--- config.mk ---
export PLATFORM = sky130hd
export DESIGN_NAME = ptw_walker
export DESIGN_NICKNAME = d
export VERILOG_FILES = /design/src/rtl/ptw_pkg.sv /design/src/rtl/ptw_perm.sv /design/src/rtl/ptw_leaf_addr.sv /design/src/rtl/ptw_walker.sv
export SDC_FILE = /design/constraint.sdc
export NUM_CORES = 1
export LEC_CHECK = 0
export BUFFER_PORTS_ARGS = -buffer_cell sky130_fd_sc_hd__buf_4
export CORE_MARGIN = 4
export CORE_UTILIZATION = 30
export DETAILED_ROUTE_END_ITERATION = 8
export GPL_TIMING_DRIVEN = 0
export HOLD_SLACK_MARGIN = 0.15
export PLACE_DENSITY = 0.62
export SYNTH_ARGS = -nofsm -noshare
export SYNTH_HDL_FRONTEND = slang
export SYNTH_SLANG_ARGS = --single-unit
--- constraint.sdc ---
create_clock -name clk -period 4.3 [get_ports clk]
set_clock_uncertainty 0.2 [all_clocks]
set_input_delay 0.86 -clock clk [delete_from_list [all_inputs] [get_ports clk]]
set_output_delay 0.86 -clock clk [all_outputs]
set_load 0.1 [all_outputs]
--- src/rtl/ptw_pkg.sv ---
package ptw_pkg;
    localparam int DESC_W = 32;
    localparam int VA_W   = 32;
    localparam int PA_W   = 36;
    localparam int OFF_W  = 12;
    localparam int IX1_W  = 8;
    localparam int IX2_W  = 6;
    localparam int IX3_W  = 6;
    localparam int LVL1_KEEP = OFF_W + IX3_W + IX2_W;
    localparam int LVL2_KEEP = OFF_W + IX3_W;
    localparam int BIT_CACHE = 7;
    localparam int BIT_MOD   = 6;
    localparam int BIT_REF   = 5;

    typedef enum logic [1:0] {ET_INVALID = 2'd0, ET_PTD = 2'd1, ET_PTE = 2'd2, ET_RESV = 2'd3} etype_t;
    typedef enum logic [1:0] {K_READ = 2'd0, K_WRITE = 2'd1, K_EXEC = 2'd2} kind_t;
    typedef enum logic [1:0] {F_INVALID = 2'd0, F_RESERVED = 2'd1, F_DEPTH = 2'd2, F_PERM = 2'd3} fault_t;
    typedef enum logic [1:0] {S_IDLE, S_FETCH, S_WBACK, S_RESP} state_t;

    typedef struct packed {
        state_t              st;
        logic [VA_W-1:0]     va;
        logic [1:0]          kind;
        logic                sup;
        logic [1:0]          lvl;
        logic [PA_W-1:0]     addr;
        logic [DESC_W-1:0]   word;
        logic [PA_W-1:0]     pa;
        logic                cach;
        logic                flt;
        fault_t              ftype;
    } walk_t;
endpackage

--- src/rtl/ptw_perm.sv ---
module ptw_perm (
    input  logic [2:0] acc,
    input  logic [1:0] kind,
    input  logic       sup,
    output logic       ok
);
    import ptw_pkg::*;
    logic rd, wr, ex;

    always_comb begin
        if (sup) begin
            rd = (acc != 3'd4);
            wr = acc[0] && (acc != 3'd1 ? acc[2] || acc[1] : 1'b1);
            ex = acc[1] || (acc == 3'd4);
        end else begin
            rd = (acc inside {3'd0, 3'd1, 3'd2, 3'd3, 3'd5});
            wr = (acc inside {3'd1, 3'd3});
            ex = (acc inside {3'd2, 3'd3, 3'd4});
        end
        unique case (kind)
            K_READ:  ok = rd;
            K_WRITE: ok = wr;
            K_EXEC:  ok = ex;
            default: ok = 1'b0;
        endcase
    end
endmodule

--- src/rtl/ptw_leaf_addr.sv ---
module ptw_leaf_addr (
    input  logic [ptw_pkg::DESC_W-9:0] ppn,
    input  logic [ptw_pkg::VA_W-1:0]   va,
    input  logic [1:0]                 lvl,
    output logic [ptw_pkg::PA_W-1:0]   pa
);
    import ptw_pkg::*;
    localparam logic [PA_W-1:0] ONE = {{(PA_W-1){1'b0}}, 1'b1};
    logic [PA_W-1:0] base, keep;
    logic [PA_W-1:0] va_ext;

    always_comb begin
        base   = {ppn, {OFF_W{1'b0}}};
        va_ext = {{(PA_W-VA_W){1'b0}}, va};
        unique case (lvl)
            2'd1:    keep = (ONE << LVL1_KEEP) - ONE;
            2'd2:    keep = (ONE << LVL2_KEEP) - ONE;
            default: keep = (ONE << OFF_W) - ONE;
        endcase
        pa = (base & ~keep) | (va_ext & keep);
    end
endmodule

--- src/rtl/ptw_walker.sv ---
module ptw_walker (
    input  logic        clk,
    input  logic        rst_n,
    input  logic        req_valid,
    output logic        req_ready,
    input  logic [31:0] req_vaddr,
    input  logic [1:0]  req_kind,
    input  logic        req_super,
    input  logic [29:0] req_root,
    output logic        rsp_valid,
    input  logic        rsp_ready,
    output logic [35:0] rsp_paddr,
    output logic        rsp_cacheable,
    output logic        rsp_fault,
    output logic [1:0]  rsp_ftype,
    output logic [1:0]  rsp_level,
    output logic        mem_valid,
    output logic        mem_we,
    output logic [35:0] mem_addr,
    output logic [31:0] mem_wdata,
    input  logic        mem_ack,
    input  logic [31:0] mem_rdata
);
    import ptw_pkg::*;

    walk_t q, d;
    logic            perm_ok;
    logic [PA_W-1:0] leaf_pa;
    logic [DESC_W-1:0] upd_word;

    function automatic logic [PA_W-1:0] entry_off(input logic [1:0] lvl, input logic [VA_W-1:0] va);
        unique case (lvl)
            2'd1:    entry_off = {{(PA_W-IX1_W-2){1'b0}}, va[VA_W-1 -: IX1_W], 2'b00};
            2'd2:    entry_off = {{(PA_W-IX2_W-2){1'b0}}, va[VA_W-IX1_W-1 -: IX2_W], 2'b00};
            default: entry_off = {{(PA_W-IX3_W-2){1'b0}}, va[OFF_W+IX3_W-1 -: IX3_W], 2'b00};
        endcase
    endfunction

    ptw_perm u_perm (
        .acc  (mem_rdata[4:2]),
        .kind (q.kind),
        .sup  (q.sup),
        .ok   (perm_ok)
    );

    ptw_leaf_addr u_leaf (
        .ppn (mem_rdata[DESC_W-1:8]),
        .va  (q.va),
        .lvl (q.lvl),
        .pa  (leaf_pa)
    );

    always_comb begin
        d = q;
        upd_word = mem_rdata;
        upd_word[BIT_REF] = 1'b1;
        if (q.kind == K_WRITE) upd_word[BIT_MOD] = 1'b1;

        unique case (q.st)
            S_IDLE: if (req_valid) begin
                d.va    = req_vaddr;
                d.kind  = req_kind;
                d.sup   = req_super;
                d.lvl   = 2'd1;
                d.addr  = {req_root, 6'b0} + entry_off(2'd1, req_vaddr);
                d.flt   = 1'b0;
                d.ftype = F_INVALID;
                d.pa    = '0;
                d.cach  = 1'b0;
                d.st    = S_FETCH;
            end
            S_FETCH: if (mem_ack) begin
                unique case (etype_t'(mem_rdata[1:0]))
                    ET_INVALID: begin
                        d.flt = 1'b1; d.ftype = F_INVALID; d.st = S_RESP;
                    end
                    ET_RESV: begin
                        d.flt = 1'b1; d.ftype = F_RESERVED; d.st = S_RESP;
                    end
                    ET_PTD: begin
                        if (q.lvl == 2'd3) begin
                            d.flt = 1'b1; d.ftype = F_DEPTH; d.st = S_RESP;
                        end else begin
                            d.lvl  = q.lvl + 2'd1;
                            d.addr = {mem_rdata[DESC_W-1:2], 6'b0} + entry_off(q.lvl + 2'd1, q.va);
                        end
                    end
                    default: begin
                        if (!perm_ok) begin
                            d.flt = 1'b1; d.ftype = F_PERM; d.st = S_RESP;
                        end else begin
                            d.word = upd_word;
                            d.pa   = leaf_pa;
                            d.cach = mem_rdata[BIT_CACHE];
                            d.st   = (upd_word != mem_rdata) ? S_WBACK : S_RESP;
                        end
                    end
                endcase
            end
            S_WBACK: if (mem_ack) d.st = S_RESP;
            default: if (rsp_ready) d.st = S_IDLE;
        endcase
    end

    always_ff @(posedge clk) begin
        if (!rst_n) begin
            q       <= '0;
            q.st    <= S_IDLE;
            q.ftype <= F_INVALID;
        end else begin
            q <= d;
        end
    end

    assign req_ready     = (q.st == S_IDLE);
    assign rsp_valid     = (q.st == S_RESP);
    assign rsp_paddr     = q.pa;
    assign rsp_cacheable = q.cach;
    assign rsp_fault     = q.flt;
    assign rsp_ftype     = q.ftype;
    assign rsp_level     = q.lvl;
    assign mem_valid     = (q.st == S_FETCH) || (q.st == S_WBACK);
    assign mem_we        = (q.st == S_WBACK);
    assign mem_addr      = q.addr;
    assign mem_wdata     = q.word;

    assert_busy_not_ready_R9: assert property (@(posedge clk) disable iff (!rst_n)
        (rsp_valid || mem_valid) |-> !req_ready);
    assert_rsp_hold_R9: assert property (@(posedge clk) disable iff (!rst_n)
        rsp_valid && !rsp_ready |=> rsp_valid && $stable(rsp_paddr) && $stable(rsp_fault) && $stable(rsp_ftype));
    assert_mem_hold_R9: assert property (@(posedge clk) disable iff (!rst_n)
        mem_valid && !mem_ack |=> mem_valid && $stable(mem_addr) && $stable(mem_we));
    assert_wb_leaf_ref_R6: assert property (@(posedge clk) disable iff (!rst_n)
        mem_valid && mem_we |-> mem_wdata[BIT_REF] && (mem_wdata[1:0] == 2'b10));
    assert_wb_then_ok_R7: assert property (@(posedge clk) disable iff (!rst_n)
        mem_valid && mem_we && mem_ack |=> rsp_valid && !rsp_fault);
    assert_fault_level_R8: assert property (@(posedge clk) disable iff (!rst_n)
        rsp_valid && rsp_fault |-> rsp_level != 2'd0);
endmodule

==> results.md <==
* Outcome: complete, no violations
* Reg2Reg Depth at 15
* FP Rows at 59
* Area Overhead vs Synth at 32.7%
* Async S/R FF share, synth at 0
* Vias post-DR at 7357
* CP endpoint kind: register
* Adder-Cell Fraction of Synth Area at 0.0366
* Pint at 3.09 mW
* Worst-path clk slew at roughly 0.07 ns
* Main combinational cell family by area after synthesis: simple AND/OR/NAND/NOR gates
* Critical path origin: rsp_level[0]
* Die width at 171 um
* IO buf count at 213
* Antenna violations before repair at 1
* FILL cells at 2686
* Via density at 4.81
* Setup Buffers After CTS at 0
* Slew Limit Headroom at 0.480
* Max Fclk at 258 MHz
* Root Driver: clkbuf_16
* Part of the power in registers at 0.284
* Synth unique cells at 50
* Core area at 26100 um2
* Vert. Die Dim at 171 um
* 1st-iter DRT viols at 551
* Post-synth EDFFs at 0
* Register area share after synthesis at 0.366
* CTS resizes at 0
* Final setup fails at 0
* Worst-path maximum fanout at 10
* Initial core utilization at 0.305
* First-pass GRT wire length at 41.2 mm
* Post-synth top area share at 0.366
* Yosys Warn Count at 0
* Tmin final at approximately 3.9 ns
* Largest net degree at the start of global routing at 17
* Worst hold path class: register to register
* Initial DRT Pass Iterations at 5
* Worst EP required at 4.41 ns
* Die Area at approximately 29000 um2
* Simple-Gate Fraction of Synth Area at 0.191
* I/O pin cnt at roughly 220
* Comb pwr share at 0.460
* Dpl cells at 1496
* Skew-Pair Late Insertion Delay at around 0.43 ns
* Dominant cell type by area after synthesis: dfxtp_1
* Tcrit/Tclk final at 0.900
* CTS tree: yes
* Residual DRC count at 0
* Setup tns final at 0 ns
* Maxcap violations at 0
* Final Power at 5.81 mW
* VDD IR-drop max at 0.000508 V
* Max Buffers Root-to-Sink at 2
* Area contributors post-synth: dfxtp_1 37%, buf_4 10%, nor2_1 5.5%, nand2_1 4.5%, xnor2_1 4.1%
* CTS H-Tree Depth at 4
* Arrival time at the worst endpoint at 3.98 ns
* Drt total wl at approximately 27 mm
* Hold depth at 2
* CTS buffer count at 17
* Synth Area in Compound Gates at 0.153
* Main synth FF type: dfxtp_1
* RSZ-0062 raised after global routing: false
* Power per cell area at about 550 nW/um2
* Final GP Congestion at 0.864
* Final hold vios at 0
* R2R setup slack at 0.43 ns
* GR Overflow Total at 0
* Crit path launch type: register
* Vias in the first global route at 7068
* Leakage at 4.83 nW
* Share of layout cells above drive strength 1 at 0.332
* Detailed Place HPWL at 21.4 mm
* Worst hold start: mem_wdata[5]
* Final core occ at 0.404
* Hold buffer count at cts at 0
* Per-cell routed wire length at 17.8 um
* Synth Register Bits at 145
* Final max-slew violation count at 0
* Switch Pwr at 2.72 mW
* Slew @ Worst Pin at 0.778 ns
* Total global-route track usage at 0.184
* Final Non-Filler Cells at 1529
* Commonest non-fill, non-tap cell in the layout: buf_4
* Synthesized area at 7940 um2
* Post-Synth XOR/XNOR Area at 0.0607
* Total clock sinks at approximately 150
* Sw Ratio at 0.469
* Final #Nets at 1304
* WS Path Type: register to register
* Mapped Avg Cell Area at 8.38 um2
* Post-Syn Instances at approximately 950
* Reg-to-Reg Start: rsp_level[0]
* RR Endpoint: mem_addr[32]
* Clock power share at 0.255
* Worst Hold End: mem_wdata[5]
* Most frequent cells in the layout: 321 x buf_4, 145 x dfxtp_1, 117 x nor2_1
* Proportion of synthesized area in mux cells at 0.0522
* ANT nets after route at 0
## power groups by stage
stage | clock [mW] | combinational [mW] | sequential, mW
2_1_floorplan | 0 | 2.02 | 1.64
3_5_place_dp | 0 | 2.67 | 1.68
5_1_grt | 1.57 | 2.85 | 1.67
6_report | 1.48 | 2.67 | 1.65
4_1_cts | 1.52 | 2.68 | 1.65
3_3_place_gp | 0 | 2.66 | 1.68
## state kept, by name, summed over array words and instances (netlist names)
signal         flops
rsp_cacheable      1
rsp_fault          1
rsp_ftype          2
rsp_level          2
q                 37
mem_addr          34
rsp_paddr         36
mem_wdata         32
## worst max-delay path by stage
stage                   end  slack (ns)
2_1_floorplan  mem_addr[28]        1.25
3_3_place_gp   mem_addr[32]        0.58
3_5_place_dp   mem_addr[32]        0.53
4_1_cts        mem_addr[32]        0.48
5_1_grt        mem_addr[32]        0.22
6_report       mem_addr[32]        0.43
## critical path: stages (launching register included)
cell and delay (ns):
dfxtp_1 0.34, inv_1 0.11, ha_1 0.16, clkbuf_1 0.37, nor2_1 0.20, nand2_1 0.11, nand2_1 0.07, ha_1 0.22
fa_1 0.43, a211oi_1 0.41, nor2_1 0.15, clkbuf_1 0.28, nand4_1 0.16, xnor2_1 0.09, a221oi_1 0.38, nor2_1 0.08
## synthesized netlist by cell type, types with 2 or more instances
library cell and n:
xnor2_1 37, a22oi_1 42, buf_1 6, mux2_2 11, nand2b_1 5, buf_4 108, o21ai_0 30, a221oi_1 27
and2_1 7, fa_1 2, a32oi_1 3, ha_1 20, a21o_1 6, dfxtp_1 145, nor2b_1 3, nor3_1 17
o21ba_2 2, buf_2 20, clkbuf_1 32, or3_1 2, inv_1 13, nand3b_1 3, mux2i_1 29, and4_1 6
and3_1 8, xor2_1 18, nor2_1 117, nor4b_1 2, nor4_4 3, nand4_1 22, nand3_1 24, a21oi_1 53
o21bai_1 2, nand2_1 96, a211oi_1 11
## metrics by stage
stage | hold WS [ns] | instance area, um2 | setup slack, ns
after CTS | 0.247 | 10500 | 0.481
after global placement | 0.236 | 9960 | 0.585
after global routing | 0.266 | 10500 | 0.216
final | 0.249 | 10500 | 0.429
after floorplan | 0.226 | 7940 | 1.25
after detailed placement | 0.237 | 9960 | 0.531
## per-layer routing
metal | part of all wire | up-vias | track usage | routed length, um
met1 | 0.46 | 3395 | 0.258 | 12500
met3 | 0.073 | 38 | 0.0416 | 1990
met5 | 0 | - | 0 | 0
met2 | 0.45 | 277 | 0.286 | 12200
met4 | 0.018 | 0 | 0.0497 | 504
li1 | - | 3647 | - | -
## cells by family after synthesis
group | Yosys count
xor gates and xnor gates | 55
DFF | 145
AOI/OAI and AO/OA | 182
muxes | 40
and+or+nand+nor | 322
adders and majority gates | 22
buffers and inverters | 180
other | 1
## area by class of cell
class	instances	area (um2)	area share
flip-flops and latches	145	2900	0.275
multi-input cells	623	3930	0.373
plain buffers	167	1060	0.101
clock buffers	18	439	0.0417
repair buffers	213	1600	0.152
diodes	1	2.50	0.000237
well taps	335	419	0.0398
clock inverters	14	135	0.0128
inverters	13	48.8	0.00463
No activity file was read; power rests on OpenSTA's default activity.
